<file path="config.mk">
export PLATFORM = sky130hd
export DESIGN_NAME = c2d_aligner
export DESIGN_NICKNAME = d
export VERILOG_FILES = /design/src/rtl/c2d_pkg.sv /design/src/rtl/c2d_rst_sync.sv /design/src/rtl/c2d_round.sv /design/src/rtl/c2d_slot.sv /design/src/rtl/c2d_fifo.sv /design/src/rtl/c2d_aligner.sv
export SDC_FILE = /design/constraint.sdc
export NUM_CORES = 1
export LEC_CHECK = 0
export BUFFER_PORTS_ARGS = -buffer_cell sky130_fd_sc_hd__buf_2
export CAP_MARGIN = 20
export CELL_PAD_IN_SITES_DETAIL_PLACEMENT = 0
export CELL_PAD_IN_SITES_GLOBAL_PLACEMENT = 1
export CORE_UTILIZATION = 25
export DETAILED_ROUTE_END_ITERATION = 12
export PLACE_DENSITY = 0.45
export SLEW_MARGIN = 30
export SYNTH_ARGS = -nofsm -noshare
export SYNTH_HDL_FRONTEND = slang
export SYNTH_HIERARCHICAL = 1
export SYNTH_SLANG_ARGS = --single-unit
</file>
<file path="constraint.sdc">
create_clock -name clk -period 6.72 [get_ports clk]
set_clock_uncertainty 0.1 [all_clocks]
set_input_delay 1.008 -clock clk [delete_from_list [all_inputs] [get_ports clk]]
set_output_delay 1.008 -clock clk [all_outputs]
set_load 0.05 [all_outputs]
</file>
<file path="src/rtl/c2d_pkg.sv">
package c2d_pkg;

  // Unit intervals per link frame; one clock cycle per UI.
  localparam int FRAME_UI = 12;
  localparam int FRAC_W   = $clog2(FRAME_UI);

  typedef enum logic [1:0] {
    GRAN_UI1     = 2'd0,
    GRAN_UI2     = 2'd1,
    GRAN_FRAME   = 2'd2,
    GRAN_FRAME_B = 2'd3
  } gran_e;

endpackage

</file>
<file path="src/rtl/c2d_rst_sync.sv">
module c2d_rst_sync (
  input  logic clk,
  input  logic rst_n,
  output logic rst_n_s
);

  logic meta;

  // Assert at once, release after two rising edges.
  always_ff @(posedge clk or negedge rst_n) begin
    if (!rst_n) begin
      meta    <= 1'b0;
      rst_n_s <= 1'b0;
    end else begin
      meta    <= 1'b1;
      rst_n_s <= meta;
    end
  end

endmodule

</file>
<file path="src/rtl/c2d_round.sv">
module c2d_round
  import c2d_pkg::*;
#(
  parameter int RAW_W  = 8,
  parameter int OFRM_W = 5
) (
  input  logic [RAW_W-1:0]  raw_ui,
  input  logic [1:0]        gran_mode,
  output logic [OFRM_W-1:0] frames,
  output logic [FRAC_W-1:0] frac
);

  logic [RAW_W-1:0]  quo;
  logic [RAW_W-1:0]  rem;
  logic [OFRM_W-1:0] base_f;
  logic [FRAC_W-1:0] base_r;
  gran_e             mode;

  always_comb begin
    quo    = raw_ui / RAW_W'(FRAME_UI);
    rem    = raw_ui % RAW_W'(FRAME_UI);
    base_f = OFRM_W'(quo);
    base_r = FRAC_W'(rem);
    mode   = gran_e'(gran_mode);
    frames = base_f;
    frac   = base_r;
    case (mode)
      GRAN_UI1: begin
      end
      GRAN_UI2: begin
        if (base_r[0]) begin
          if (base_r == FRAC_W'(FRAME_UI - 1)) begin
            frames = base_f + OFRM_W'(1);
            frac   = '0;
          end else begin
            frac = base_r + FRAC_W'(1);
          end
        end
      end
      default: begin
        if (base_r != '0) begin
          frames = base_f + OFRM_W'(1);
        end
        frac = '0;
      end
    endcase
  end

endmodule

</file>
<file path="src/rtl/c2d_slot.sv">
module c2d_slot #(
  parameter int CNT_W = 8
) (
  input  logic             clk,
  input  logic             rst_n,
  input  logic             load,
  input  logic [CNT_W-1:0] load_val,
  output logic             busy,
  output logic             fire
);

  logic [CNT_W-1:0] cnt;
  logic [CNT_W-1:0] cnt_nxt;
  logic             cnt_en;

  always_comb begin
    busy    = (cnt != '0);
    fire    = (cnt == CNT_W'(1));
    cnt_en  = load | busy;
    cnt_nxt = load ? load_val : (cnt - CNT_W'(1));
  end

  always_ff @(posedge clk or negedge rst_n) begin
    if (!rst_n) begin
      cnt <= '0;
    end else if (cnt_en) begin
      cnt <= cnt_nxt;
    end
  end

endmodule

</file>
<file path="src/rtl/c2d_fifo.sv">
module c2d_fifo #(
  parameter  int DATA_W = 16,
  parameter  int DEPTH  = 16,
  localparam int AW     = $clog2(DEPTH)
) (
  input  logic              clk,
  input  logic              rst_n,
  input  logic              push,
  input  logic              pop,
  input  logic [DATA_W-1:0] wdata,
  output logic [DATA_W-1:0] rdata,
  output logic              full,
  output logic              empty,
  output logic [AW:0]       count
);

  logic [DATA_W-1:0] mem [DEPTH];
  logic [AW-1:0]     wr_ptr;
  logic [AW-1:0]     rd_ptr;
  logic [AW-1:0]     wr_nxt;
  logic [AW-1:0]     rd_nxt;
  logic [AW:0]       cnt_nxt;

  always_comb begin
    wr_nxt  = wr_ptr + AW'(1);
    rd_nxt  = rd_ptr + AW'(1);
    cnt_nxt = count + (AW+1)'(push) - (AW+1)'(pop);
    full    = (count == (AW+1)'(DEPTH));
    empty   = (count == '0);
    rdata   = mem[rd_ptr];
  end

  always_ff @(posedge clk or negedge rst_n) begin
    if (!rst_n) begin
      wr_ptr <= '0;
      rd_ptr <= '0;
      count  <= '0;
    end else begin
      if (push)        wr_ptr <= wr_nxt;
      if (pop)         rd_ptr <= rd_nxt;
      if (push || pop) count  <= cnt_nxt;
    end
  end

  always_ff @(posedge clk) begin
    if (push) mem[wr_ptr] <= wdata;
  end

endmodule

</file>
<file path="src/rtl/c2d_aligner.sv">
module c2d_aligner
  import c2d_pkg::*;
#(
  parameter  int DATA_W     = 16,
  parameter  int FIFO_DEPTH = 16,
  parameter  int MAX_OUT    = 4,
  parameter  int FRM_W      = 4,
  parameter  int XTR_W      = 2,
  parameter  int RAW_W      = 8,
  localparam int RFRM_W     = $clog2((2**RAW_W - 1) / FRAME_UI + 2)
) (
  input  logic              clk,
  input  logic              rst_n,
  input  logic              cmd_valid,
  input  logic [FRM_W-1:0]  cfg_frames,
  input  logic [FRAC_W-1:0] cfg_frac,
  input  logic [XTR_W-1:0]  cfg_extra,
  input  logic              data_in_valid,
  input  logic [DATA_W-1:0] data_in,
  output logic              data_out_valid,
  output logic [DATA_W-1:0] data_out,
  output logic              err_underrun,
  output logic              err_overflow,
  input  logic [RAW_W-1:0]  raw_ui,
  input  logic [1:0]        gran_mode,
  output logic [RFRM_W-1:0] rnd_frames,
  output logic [FRAC_W-1:0] rnd_frac
);

  localparam int DLY_MAX = (2**FRM_W - 1) * FRAME_UI + (FRAME_UI - 1)
                         + (2**XTR_W - 1) * FRAME_UI;
  localparam int CNT_W   = $clog2(DLY_MAX + 1);
  localparam int FAW     = $clog2(FIFO_DEPTH);

  logic                rst_n_s;
  logic [CNT_W-1:0]    launch_dly;
  logic [MAX_OUT-1:0]  slot_busy;
  logic [MAX_OUT-1:0]  slot_load;
  logic [MAX_OUT-1:0]  slot_fire;
  logic                sel_done;
  logic                fire_any;
  logic                fifo_push;
  logic                fifo_pop;
  logic                fifo_full;
  logic                fifo_empty;
  logic [FAW:0]        fifo_cnt;
  logic                und_set;
  logic                ovf_set;

  c2d_rst_sync i_rst_sync (
    .clk     (clk),
    .rst_n   (rst_n),
    .rst_n_s (rst_n_s)
  );

  c2d_round #(.RAW_W(RAW_W), .OFRM_W(RFRM_W)) i_round (
    .raw_ui    (raw_ui),
    .gran_mode (gran_mode),
    .frames    (rnd_frames),
    .frac      (rnd_frac)
  );

  // Launch delay in cycles: frames and extra frames at 12 UI each, plus fraction.
  always_comb begin
    launch_dly = CNT_W'(cfg_frames) * CNT_W'(FRAME_UI)
               + CNT_W'(cfg_frac)
               + CNT_W'(cfg_extra) * CNT_W'(FRAME_UI);
  end

  // Lowest free countdown takes the command; none free means it is dropped.
  always_comb begin
    slot_load = '0;
    sel_done  = 1'b0;
    for (int i = 0; i < MAX_OUT; i++) begin
      if (!sel_done && !slot_busy[i]) begin
        slot_load[i] = cmd_valid;
        sel_done     = 1'b1;
      end
    end
  end

  for (genvar g = 0; g < MAX_OUT; g++) begin : g_slot
    c2d_slot #(.CNT_W(CNT_W)) i_slot (
      .clk      (clk),
      .rst_n    (rst_n_s),
      .load     (slot_load[g]),
      .load_val (launch_dly),
      .busy     (slot_busy[g]),
      .fire     (slot_fire[g])
    );
  end

  always_comb begin
    fire_any       = |slot_fire;
    fifo_push      = data_in_valid & ~fifo_full;
    fifo_pop       = fire_any & ~fifo_empty;
    data_out_valid = fifo_pop;
    und_set        = fire_any & fifo_empty;
    ovf_set        = data_in_valid & fifo_full;
  end

  c2d_fifo #(.DATA_W(DATA_W), .DEPTH(FIFO_DEPTH)) i_fifo (
    .clk   (clk),
    .rst_n (rst_n_s),
    .push  (fifo_push),
    .pop   (fifo_pop),
    .wdata (data_in),
    .rdata (data_out),
    .full  (fifo_full),
    .empty (fifo_empty),
    .count (fifo_cnt)
  );

  always_ff @(posedge clk or negedge rst_n_s) begin
    if (!rst_n_s) begin
      err_underrun <= 1'b0;
      err_overflow <= 1'b0;
    end else begin
      if (und_set) err_underrun <= 1'b1;
      if (ovf_set) err_overflow <= 1'b1;
    end
  end

endmodule

</file>
==> metrics.log <==
[metrics] mean cell area of the mapped netlist: around 16 sq um
[metrics] post-synthesis share of cell area spent on and, or, nand and nor gates: under 10%
[metrics] Total Routed Length: roughly 33000 microns
[metrics] number of cells in the finished layout apart from fillers: between 1.5k and 2k
[metrics] number of resized instances in the post-cts repair step: 0
[metrics] path category of the worst min-delay check: primary input to async pin
[metrics] kind of capture point of the worst setup path: output pin
[metrics] count leader, synth: sky130_fd_sc_hd__edfxtp_1
[metrics] Synthesis Warnings: 6
[metrics] fraction of synthesized cell area in xor and xnor cells: around 2.4%
[metrics] Critical R2R Launch: g_slot[3].i_slot/cnt[3]
[metrics] setup repair after global routing missed its margin: no
[metrics] Antenna diodes: 0
[metrics] drt via density: 4.41
[metrics] top flip-flop cell by instance count after synthesis: sky130_fd_sc_hd__edfxtp_1
[metrics] number of buffers added on ports: 67
[metrics] drt first-iter violations: 366
[metrics] cell area after layout: 16300 sq um
[metrics] clock sink total: around 310
[metrics] number of maximum-capacitance violations: 0
[metrics] number of synthesized register bits: 305
[metrics] Final Critical Period: 4.41 ns
[metrics] # IOs: 68
[metrics] result of the run: complete, no violations
[metrics] crit path buf inv count: 2
[metrics] class of the most critical setup path: register to output pin
[metrics] number of antenna violations at the first check in global routing: 1
[metrics] count of final max-slew check failures: 0
[metrics] IR Drop Worst-Case VDD: 0.000210 V
[metrics] maximum number of pins on one net before global-route repair: 48
[metrics] detailed placer's ending HPWL: between 20000 and 25000 microns
[metrics] placer's final routability congestion estimate: approximately 0.72
[metrics] depth of the CTS H-tree: 2
[metrics] vertical extent of the die: approximately 240 microns
[metrics] Area Overhead vs Synth: 17.0%
[metrics] share of synthesized cell area in full adder, half adder and majority cells: 4.19%
[metrics] fraction of synthesized cell area taken by the top area cell type: around 55%
[metrics] # Post-CTS Setup Buffers: 0
[metrics] total routing resource utilization after global routing: about an eighth
[metrics] clock latency on the worst-skew pair: 0.51 ns
[metrics] Die X: approximately 240 microns
[metrics] NumNets Final: approximately 1.0k
[metrics] DRC violation count after routing: 0
[metrics] share of synthesized registers carrying an async set or reset: 16.1%
[metrics] startpoint class of the critical path: register
[metrics] Core Region: roughly 55000 sq um
[metrics] top post-synthesis cells by area: sky130_fd_sc_hd__edfxtp_1 (55%), sky130_fd_sc_hd__dfrtp_1 (8.8%), sky130_fd_sc_hd__mux4_2 (7.6%), sky130_fd_sc_hd__ha_1 (3.4%), sky130_fd_sc_hd__mux4_1 (3.2%)
[metrics] Starting Density: around a quarter
[metrics] number of cells on the worst reg-to-reg path: 14
[metrics] layout cells sized above 1: roughly 24%
[metrics] worst reg-to-reg setup slack: 2.67 ns
[metrics] WL/cell: between 15 and 20 microns
[metrics] mux share of post-synthesis cell area: approximately an eighth
[metrics] largest family of logic cells by synthesized area: multiplexers
[metrics] post-cts hold buffer count: 0
[metrics] total number of vias: 7579
[metrics] worst endpoint required time: about 5.6 ns
[metrics] Post-synth top cells: sky130_fd_sc_hd__edfxtp_1 (256), sky130_fd_sc_hd__inv_1 (53), sky130_fd_sc_hd__dfrtp_1 (49)
[metrics] critical path cell sequence: buf_4, mux4_2, a22oi_1, nand2_1, buf_2
[metrics] compound-cell area share of the yosys netlist: 6.62%
[metrics] count of flip-flops with a built-in enable after synthesis: between 200 and 300
[metrics] maximum achievable frequency: 0.227 GHz
[metrics] synth unique cells: 74
[metrics] buffer cell driving the clock tree root: sky130_fd_sc_hd__clkbuf_16
[metrics] synthesized net count: roughly 950
[metrics] proportion of synthesized chip area in sequential cells: between 60% and 70%
[metrics] total CTS buffers: 35
[metrics] Final period util: about two thirds
[metrics] Pleak: roughly 5.7 nW
[metrics] worst-case clock buffer depth: 3
[metrics] number of instances in the synthesized netlist: between 800 and 900
[metrics] cell type contributing the most total cell area after synthesis: sky130_fd_sc_hd__edfxtp_1
[metrics] worst reg2reg path endpoint: i_fifo/count[4]
[metrics] remaining antenna violation count after routing: 0
[metrics] data arrival time of the worst path: roughly 3.3 ns
[metrics] die area: about 57000 sq um
[metrics] family with the most delay on the worst path: buffers and inverters
[metrics] highest-delay cell along the critical path: sky130_fd_sc_hd__dfrtp_4
[metrics] hold violation total from the final report: 0
[metrics] DR pass1 iterations: 5
[metrics] Worst-Margin Slew: between 0.7 and 0.8 ns
[metrics] post-CTS clock slew at the launch and capture registers of the worst setup and hold paths: around 0.060 ns
[metrics] Max-slew headroom: 47.8%
[metrics] combined area of all synthesized cells: ~14000 sq um
[metrics] slowest stage delay, CP: approximately 0.84 ns
[metrics] CTS tree: done
[metrics] first-pass GRT wire length: roughly 50000 microns
[metrics] Final Setup Violations: 0
[metrics] crit path max fanout: 38
[metrics] overall overflow remaining after global route: 0
[metrics] via count of the first global-routing pass: 7832
[metrics] placed insts: 1659
[metrics] pwr/cell area: between 300 and 400 nW/um^2
[metrics] placed instance area: between 15000 and 20000 sq um
[metrics] Setup Total Neg Slack: 0 ns
[metrics] number of rows in the core area: 86
## per-layer routing
metal  up-vias  global-route usage, %  routed length, microns
met5         -                      0                       9
met4         2                   2.82                     549
met3        47                   2.09                    1280
met2       118                   19.5                   16000
met1      3870                   16.1                   15500
li1       3542                      -                       -
## worst max-delay path by stage
stage | from | endpoint | slack, ns | cells after the start
finish | i_fifo/rd_ptr[0] | data_out[10] | 2.31 | 5
global route | i_fifo/rd_ptr[0] | data_out[5] | 1.96 | 5
CTS | i_fifo/rd_ptr[0] | data_out[10] | 2.15 | 5
detailed placement | raw_ui[6] | rnd_frames[3] | 2.59 | 8
global placement | raw_ui[6] | rnd_frames[3] | 2.57 | 8
floorplan | raw_ui[3] | rnd_frames[3] | 2.35 | 7
## sequential cells by signal, indices dropped and copies added, names as in the netlist
signal and count:
err_overflow 1, i_fifo/count 5, i_rst_sync/rst_n_s 1, i_fifo/mem 256, i_fifo/rd_ptr 4, err_underrun 1
i_rst_sync/meta 1, i_fifo/wr_ptr 4, g_slot.i_slot/cnt 32
## cell families (layout without fill, tap and decap cells)
kind of cell             count (synthesis)  after routing
XOR/XNOR                                39             39
multiplexers                            76             76
flip-flops                             305            305
buffers and inverters                   96            206
AO/OA/AOI/OAI                          123            123
adder cells (fa/ha/maj)                 44             44
other                                    1              1
AND/OR/NAND/NOR                        178            178
## through the flow
stage | hold WS [ns] | power, mW | util (%) | worst slack (ns)
detailed placement | 0.238 | 3.77 | 27.5 | 2.59
CTS | 0.144 | 5.71 | 29.6 | 2.15
global placement | 0.236 | 3.77 | 27.5 | 2.57
global route | 0.149 | 5.89 | 29.6 | 1.96
finish | 0.170 | 5.60 | 29.6 | 2.31
floorplan | 0.231 | 3.41 | - | 2.35
## where the power goes
group,leakage [nW],internal [mW],total (mW),switching [mW]
clock network,0.562,1.15,1.92,0.767
logic,2.27,0.519,1.26,0.738
registers,2.91,2.27,2.43,0.157
total,5.74,3.94,5.60,1.66
## layout make-up
cell class / instances / area [sq um]
clock buffer: 39 / 891
clock inverter: 22 / 256
fill: 5488 / 38900
inverter: 53 / 199
multi-input combinational: 461 / 4610
sequential: 305 / 8920
tap: 748 / 936
timing repair buffer: 92 / 523
## layout by cell type (no fill, tap or decap), types with 27 or more instances in the layout
| cell type | synthesis | layout |
|---|---|---|
| sky130_fd_sc_hd__a22oi_1 | 36 | 36 |
| sky130_fd_sc_hd__inv_1 | 53 | 53 |
| sky130_fd_sc_hd__mux4_2 | 47 | 47 |
| sky130_fd_sc_hd__nand2_1 | 43 | 43 |
| sky130_fd_sc_hd__buf_2 | 11 | 67 |
| sky130_fd_sc_hd__edfxtp_1 | 256 | 256 |
| sky130_fd_sc_hd__ha_1 | 38 | 38 |
| sky130_fd_sc_hd__xnor2_1 | 27 | 27 |
| sky130_fd_sc_hd__clkbuf_16 | 0 | 35 |
| sky130_fd_sc_hd__dfrtp_1 | 49 | 46 |
No activity file was read; power rests on OpenSTA's default activity.
